[src/rtl/lcdcd_pkg.sv]
package lcdcd_pkg;

  typedef enum logic [2:0] {
    OP_NONE,
    OP_MODE,
    OP_PTR,
    OP_DEV,
    OP_BANK,
    OP_BLINK
  } op_e;

  typedef struct packed {
    logic       disp_en;
    logic       bias_sel;
    logic [1:0] drive_mode;
    logic       bank_in;
    logic       bank_out;
    logic       blink_alt;
    logic [1:0] blink_freq;
  } cfg_t;

  localparam logic [1:0] DRV_STATIC = 2'b01;
  localparam logic [1:0] DRV_QUAD   = 2'b00;

  // Prefix decode: the shortest matching prefix wins, and every
  // byte maps to exactly one class.
  function automatic op_e classify(input logic [7:0] b);
    op_e r;
    if (!b[7])                   r = OP_PTR;
    else if (b[7:4] == 4'b1100)  r = OP_MODE;
    else if (b[7:3] == 5'b11100) r = OP_DEV;
    else if (b[7:3] == 5'b11110) r = OP_BANK;
    else if (b[7:3] == 5'b11111) r = OP_BLINK;
    else                         r = OP_NONE;
    return r;
  endfunction

endpackage

[src/rtl/lcdcd_cmd_decode.sv]
module lcdcd_cmd_decode
  import lcdcd_pkg::*;
(
  input  logic [7:0] byte_in,
  output op_e        op
);
  always_comb op = classify(byte_in);
endmodule

[src/rtl/lcdcd_cfg_regs.sv]
module lcdcd_cfg_regs
  import lcdcd_pkg::*;
(
  input  logic       clk,
  input  logic       rst_n,
  input  logic       cmd_fire,
  input  op_e        op,
  input  logic [3:0] arg,
  output cfg_t       cfg
);

  always_ff @(posedge clk or negedge rst_n) begin
    if (!rst_n) begin
      cfg            <= '0;
      cfg.drive_mode <= DRV_QUAD;
    end else if (cmd_fire) begin
      unique case (op)
        OP_MODE: begin
          cfg.disp_en    <= arg[3];
          cfg.bias_sel   <= arg[2];
          cfg.drive_mode <= arg[1:0];
        end
        OP_BANK: begin
          cfg.bank_in  <= arg[1];
          cfg.bank_out <= arg[0];
        end
        OP_BLINK: begin
          cfg.blink_alt  <= arg[2];
          cfg.blink_freq <= arg[1:0];
        end
        default: ;
      endcase
    end
  end

  assert_unknown_ignored_R8: assert property (@(posedge clk) disable iff (!rst_n)
    (cmd_fire && op == OP_NONE) |=> $stable(cfg));

  assert_mode_load_R2: assert property (@(posedge clk) disable iff (!rst_n)
    (cmd_fire && op == OP_MODE) |=>
      (cfg.disp_en == $past(arg[3]) && cfg.drive_mode == $past(arg[1:0])));

endmodule

[src/rtl/lcdcd_addr_ctr.sv]
module lcdcd_addr_ctr #(
  parameter int PTR_W     = 7,
  parameter int SUB_W     = 3,
  parameter int RAM_DEPTH = 40
) (
  input  logic             clk,
  input  logic             rst_n,
  input  logic             ptr_load,
  input  logic [PTR_W-1:0] ptr_val,
  input  logic             sub_load,
  input  logic [SUB_W-1:0] sub_val,
  input  logic             step,
  output logic [PTR_W-1:0] ptr,
  output logic [SUB_W-1:0] sub
);

  localparam logic [PTR_W-1:0] LAST = PTR_W'(RAM_DEPTH - 1);

  logic at_end;
  assign at_end = (ptr >= LAST);

  always_ff @(posedge clk or negedge rst_n) begin
    if (!rst_n) begin
      ptr <= '0;
      sub <= '0;
    end else begin
      if (ptr_load)    ptr <= ptr_val;
      else if (step)   ptr <= at_end ? '0 : ptr + PTR_W'(1);
      if (sub_load)           sub <= sub_val;
      else if (step && at_end) sub <= sub + SUB_W'(1);
    end
  end

  assert_ptr_step_R10: assert property (@(posedge clk) disable iff (!rst_n)
    (step && !ptr_load && !sub_load && ptr < LAST) |=>
      (ptr == $past(ptr) + PTR_W'(1) && $stable(sub)));

  assert_ptr_wrap_R10: assert property (@(posedge clk) disable iff (!rst_n)
    (step && !ptr_load && !sub_load && ptr == LAST) |=>
      (ptr == '0 && sub == $past(sub) + SUB_W'(1)));

endmodule

[src/rtl/lcdcd_top.sv]
module lcdcd_top
  import lcdcd_pkg::*;
#(
  parameter int PTR_W     = 7,
  parameter int SUB_W     = 3,
  parameter int DATA_W    = 8,
  parameter int RAM_DEPTH = 40
) (
  input  logic              clk,
  input  logic              rst_n,
  input  logic [SUB_W-1:0]  hw_subaddr,
  input  logic              bus_start,
  input  logic              bus_stop,
  input  logic              rx_valid,
  output logic              rx_ready,
  input  logic [DATA_W-1:0] rx_data,
  input  logic              rx_is_cmd,
  output logic              ack_en,
  output logic              ram_wvalid,
  input  logic              ram_wready,
  output logic [PTR_W-1:0]  ram_waddr,
  output logic [DATA_W-1:0] ram_wdata,
  output logic              disp_en,
  output logic              bias_sel,
  output logic              bias_eff,
  output logic [1:0]        drive_mode,
  output logic [2:0]        mux_ways,
  output logic [PTR_W-1:0]  data_ptr,
  output logic [SUB_W-1:0]  subaddr_cnt,
  output logic              bank_in,
  output logic              bank_out,
  output logic              blink_alt,
  output logic [1:0]        blink_freq
);

  logic xfer_open;
  logic sub_match;
  logic fire;
  logic cmd_fire;
  logic disp_fire;
  op_e  op;
  cfg_t cfg;

  always_ff @(posedge clk or negedge rst_n) begin
    if (!rst_n)         xfer_open <= 1'b0;
    else if (bus_start) xfer_open <= 1'b1;
    else if (bus_stop)  xfer_open <= 1'b0;
  end

  assign sub_match  = (subaddr_cnt == hw_subaddr);
  assign rx_ready   = !xfer_open || rx_is_cmd || !sub_match || ram_wready;
  assign ram_wvalid = rx_valid && xfer_open && !rx_is_cmd && sub_match;
  assign ack_en     = rx_valid && xfer_open && (rx_is_cmd || sub_match);
  assign fire       = rx_valid && rx_ready && xfer_open;
  assign cmd_fire   = fire && rx_is_cmd;
  assign disp_fire  = fire && !rx_is_cmd;
  assign ram_waddr  = data_ptr;
  assign ram_wdata  = rx_data;

  lcdcd_cmd_decode u_dec (
    .byte_in (rx_data[7:0]),
    .op      (op)
  );

  lcdcd_cfg_regs u_cfg (
    .clk      (clk),
    .rst_n    (rst_n),
    .cmd_fire (cmd_fire),
    .op       (op),
    .arg      (rx_data[3:0]),
    .cfg      (cfg)
  );

  lcdcd_addr_ctr #(
    .PTR_W     (PTR_W),
    .SUB_W     (SUB_W),
    .RAM_DEPTH (RAM_DEPTH)
  ) u_addr (
    .clk      (clk),
    .rst_n    (rst_n),
    .ptr_load (cmd_fire && op == OP_PTR),
    .ptr_val  (rx_data[PTR_W-1:0]),
    .sub_load (cmd_fire && op == OP_DEV),
    .sub_val  (rx_data[SUB_W-1:0]),
    .step     (disp_fire),
    .ptr      (data_ptr),
    .sub      (subaddr_cnt)
  );

  assign disp_en    = cfg.disp_en;
  assign bias_sel   = cfg.bias_sel;
  assign drive_mode = cfg.drive_mode;
  assign bias_eff   = cfg.bias_sel && (cfg.drive_mode != DRV_STATIC);
  assign mux_ways   = (cfg.drive_mode == DRV_QUAD) ? 3'd4 : {1'b0, cfg.drive_mode};
  assign bank_in    = cfg.bank_in;
  assign bank_out   = cfg.bank_out;
  assign blink_alt  = cfg.blink_alt;
  assign blink_freq = cfg.blink_freq;

  assert_static_bias_R3: assert property (@(posedge clk) disable iff (!rst_n)
    (mux_ways == 3'd1) |-> !bias_eff);

  assert_write_acked_R11: assert property (@(posedge clk) disable iff (!rst_n)
    ram_wvalid |-> ack_en);

  assert_closed_quiet_R12: assert property (@(posedge clk) disable iff (!rst_n)
    !xfer_open |-> (!ack_en && !ram_wvalid && rx_ready));

  assert_stall_holds_R13: assert property (@(posedge clk) disable iff (!rst_n)
    !rx_ready |=> $stable(data_ptr));

endmodule

[config.mk]
export PLATFORM = sky130hd
export DESIGN_NAME = lcdcd_top
export DESIGN_NICKNAME = d
export VERILOG_FILES = /design/src/rtl/lcdcd_pkg.sv /design/src/rtl/lcdcd_cmd_decode.sv /design/src/rtl/lcdcd_cfg_regs.sv /design/src/rtl/lcdcd_addr_ctr.sv /design/src/rtl/lcdcd_top.sv
export SDC_FILE = /design/constraint.sdc
export NUM_CORES = 1
export LEC_CHECK = 0
export CORE_ASPECT_RATIO = 1.75
export CORE_MARGIN = 3
export CORE_UTILIZATION = 45
export DETAILED_ROUTE_END_ITERATION = 8
export DONT_BUFFER_PORTS = 1
export PLACE_DENSITY = 0.71
export SYNTH_ARGS = -nofsm -noshare
export SYNTH_HDL_FRONTEND = slang
export SYNTH_SLANG_ARGS = --single-unit
[constraint.sdc]
create_clock -name clk -period 4.3 [get_ports clk]
set_input_delay 0.215 -clock clk [delete_from_list [all_inputs] [get_ports clk]]
set_output_delay 0.215 -clock clk [all_outputs]
set_load 0.05 [all_outputs]
==> flow_metrics.py <==
metrics = {
    "outcome": {
        "status": "finished clean",
    },
    "sta": {
        "finalSetupViolations": 0,
        "rsz0062_at_grt": "false",
        "max_freq_mhz": 395.5,
        "whs_ps": 47.70,
        "tightest_slew_ps": 1055,
        "finalSetupTns_ps": 0,
        "slew_headroom_pct": 29.67,
        "period_share_pct": 58.80,
        "final_max_slew_viol_count": 0,
        "final_hold_viol_count": 0,
        "finClkSkew_ps": 6.555,
        "finalCriticalPeriod_ps": 2528,
    },
    "power_and_ir_drop": {
        "vdd_drop_max_v": 0.0002865,
        "swShare_pct": 55.75,
        "p_switching_uw": 479.8,
        "clkPwrFrac_pct": 16.5,
        "p_int_uw": 380.7,
        "pwr-share-comb_pct": 20.0,
        "leakagePower_nw": 0.5729,
        "pwr-share-seq_pct": 63.5,
        "power_per_cell_area_nw_per_um2": 701.1,
    },
    "clock_network": {
        "cts_tree": "built",
        "ctsResizeCount": 0,
        "cts_buffers": 3,
        "clockRootBuffer": "clkbuf_8",
        "clk_path_buf_depth": 2,
        "clk_pin_slew_ps": 70,
        "post_cts_buffers": 0,
        "clk_latency_ps": 260,
        "cts.htree.levels": 1,
        "cts.sinks": 20,
    },
    "global_routing": {
        "grt_pass1_wl_um": 4629,
        "overflow": 0,
        "grt_pass1_vias": 974,
        "grt_max_degree": 21,
        "grtUsageTotal_pct": 17.65,
        "antenna_found_initial": 0,
    },
    "final_layout": {
        "drive_above_1_share_pct": 13.79,
        "final_common_cell": "dfrtp_1",
        "syn_to_final_growth_pct": -2.388,
        "layout_common_cells": "dfrtp_1, mux2_2, nor2_1, nand3_1, nand2_1",
        "antenna_cells": 0,
        "fillCellCount": 252,
        "num-nets-final": 137,
    },
    "floorplan": {
        "rows": 24,
        "die_w_um": 45.96,
        "core_um2": 2582,
        "die_y_um": 75.93,
        "boundaryPins": 59,
        "start_util_pct": 48.69,
        "die_area_um2": 3490,
    },
    "critical_path": {
        "rrSetupSlack_ps": 1910,
        "r2r-start": "u_addr.ptr[0]$_DFFE_PN0P_",
        "critPathRequiredTime_ps": 4090,
        "worstSetupPathType": "reg2out",
        "start_kind": "flop",
        "r2r-end": "u_addr.sub[2]$_DFFE_PN0P_",
        "cp.arrival_ps": 2310,
        "worst_setup_path_end_kind": "primary output",
        "reg2reg_depth": 5,
        "worstPathMaxFanout": 4,
    },
    "routing": {
        "wl_per_cell_um": 20.48,
        "via_per_inst": 6.500,
        "drc": 0,
        "num_vias": 923,
        "drtIter0Drc": 24,
        "postRouteWirelength_um": 2908,
        "antenna_left": 0,
        "firstDrtPassIters": 4,
    },
    "logic_synthesis": {
        "yosys.area_share.adder_pct": 1.990,
        "ys_types": 37,
        "synthArstFlopShare_pct": 100.0,
        "synth_nets": 149,
        "synth-main-ff-cell": "dfrtp_1",
        "ys_warn_count": 0,
        "netlist_area_um2": 1257,
        "synth_top_family_by_area": "simple AND/OR/NAND/NOR gates",
        "yosys.area_share.simple_pct": 18.01,
        "avgSynthCellArea_um2": 9.748,
        "synthXorXnorAreaFrac_pct": 2.786,
        "synth_edf_count": 0,
        "synth-compound-area-share_pct": 17.41,
        "synth-seq-cells": 20,
        "synth_mux_area_share_pct": 8.060,
        "yosysSeqAreaShare_pct": 39.80,
        "syn_inst": 129,
    },
    "hold_path": {
        "hold_path.class": "in2reg",
        "hold_path_depth": 1,
        "hp-start": "bus_start",
        "whs_endpoint": "xfer_open$_DFFE_PN0P_",
    },
    "flow_run": {
        "maxCapViolCount": 0,
    },
    "placed_design": {
        "gp_congestion": 0.9156,
        "io_buffer_count": 0,
        "dpl.hpwl_um": 2272,
    },
}
## synthesized netlist by cell type (3+ instances only)
| cell type | number | area [um^2] |
|---|---|---|
| nand2_1 | 8 | 30.03 |
| and4_1 | 3 | 26.28 |
| inv_1 | 6 | 22.52 |
| nor2_1 | 8 | 30.03 |
| xnor2_1 | 3 | 26.28 |
| nand3_1 | 8 | 40.04 |
| a221o_1 | 3 | 30.03 |
| mux2_2 | 9 | 101.4 |
| o211ai_1 | 3 | 22.52 |
| o21ai_0 | 6 | 30.03 |
| nor2b_1 | 3 | 18.77 |
| dfrtp_1 | 20 | 500.5 |
| buf_4 | 16 | 120.1 |
## metal layers
layer / vias up / share of wire (%) / track usage, %
met5: - / 0 / 0
met4: 0 / 1.0 / 5.983
met3: 4 / 7.9 / 5.924
met2: 34 / 57 / 31.08
met1: 455 / 34 / 18.10
li1: 430 / - / -
## sequential cells by signal, indices dropped and copies added, names as in the netlist
name,cells
u_addr.ptr,7
u_addr.sub,3
u_cfg.cfg,9
xfer_open,1
## power by group through the flow
| stage | Clock (mW) | Sequential (mW) | Combinational [mW] |
|---|---|---|---|
| final | 0.142 | 0.547 | 0.172 |
| after global routing | 0.156 | 0.559 | 0.195 |
| after CTS | 0.146 | 0.549 | 0.173 |
| after detailed placement | 0 | 0.553 | 0.168 |
| after global placement | 0 | 0.548 | 0.158 |
| after floorplan | 0 | 0.444 | 0.283 |
## kinds of logic (layout without fill, tap and decap cells)
kind of cell / after synthesis / after routing
adders and majority gates: 2 / 2
and+or+nand+nor: 41 / 41
xor gates and xnor gates: 4 / 4
DFF: 20 / 20
muxes: 9 / 9
buffers and inverters: 24 / 11
AOI/OAI and AO/OA: 29 / 29
## through the flow
step | worst slack (ps) | area, um^2 | util, % | cells | total power [mW]
2_1_floorplan | 2204 | 1257 | - | 129 | 0.7271
3_3_place_gp | 2037 | 1162 | 45.01 | 137 | 0.7065
3_5_place_dp | 1933 | 1162 | 45.01 | 137 | 0.7203
4_1_cts | 1770 | 1227 | 47.53 | 142 | 0.8674
5_1_grt | 1643 | 1227 | 47.53 | 142 | 0.9103
6_report | 1772 | 1227 | 47.53 | 142 | 0.8605
## critical path, stage by stage (launching register included)
cell	delay [ps]
dfrtp_1	610
xnor2_1	400
nand3_1	180
a21oi_1	850
## final cells by class
cell class / count / area (um^2) / share of cell area [%]
clock buffer: 4 / 55.05 / 4.485
tap: 26 / 32.53 / 2.650
multi-input combinational: 85 / 606.8 / 49.44
sequential: 20 / 500.5 / 40.77
timing repair buffer: 1 / 10.01 / 0.8155
inverter: 6 / 22.52 / 1.835
## worst max path at each step
stage | start | end | depth (start not counted)
2_1_floorplan | u_addr.sub[0]$_DFFE_PN0P_ | ack_en | 3
3_3_place_gp | u_addr.ptr[0]$_DFFE_PN0P_ | u_addr.sub[2]$_DFFE_PN0P_ | 5
3_5_place_dp | u_addr.ptr[0]$_DFFE_PN0P_ | u_addr.sub[2]$_DFFE_PN0P_ | 5
4_1_cts | u_addr.sub[1]$_DFFE_PN0P_ | ack_en | 3
5_1_grt | u_addr.sub[1]$_DFFE_PN0P_ | ack_en | 3
6_report | u_addr.sub[1]$_DFFE_PN0P_ | ack_en | 3
## what timing repair did
action / 4_1_cts / 5_1_grt
endpoints found under the setup margin: 0 / 0
hold endpoints to repair: 20 / 0
hold buffers: 1 / 0
Note: power is estimated with default switching activity, not from simulation.
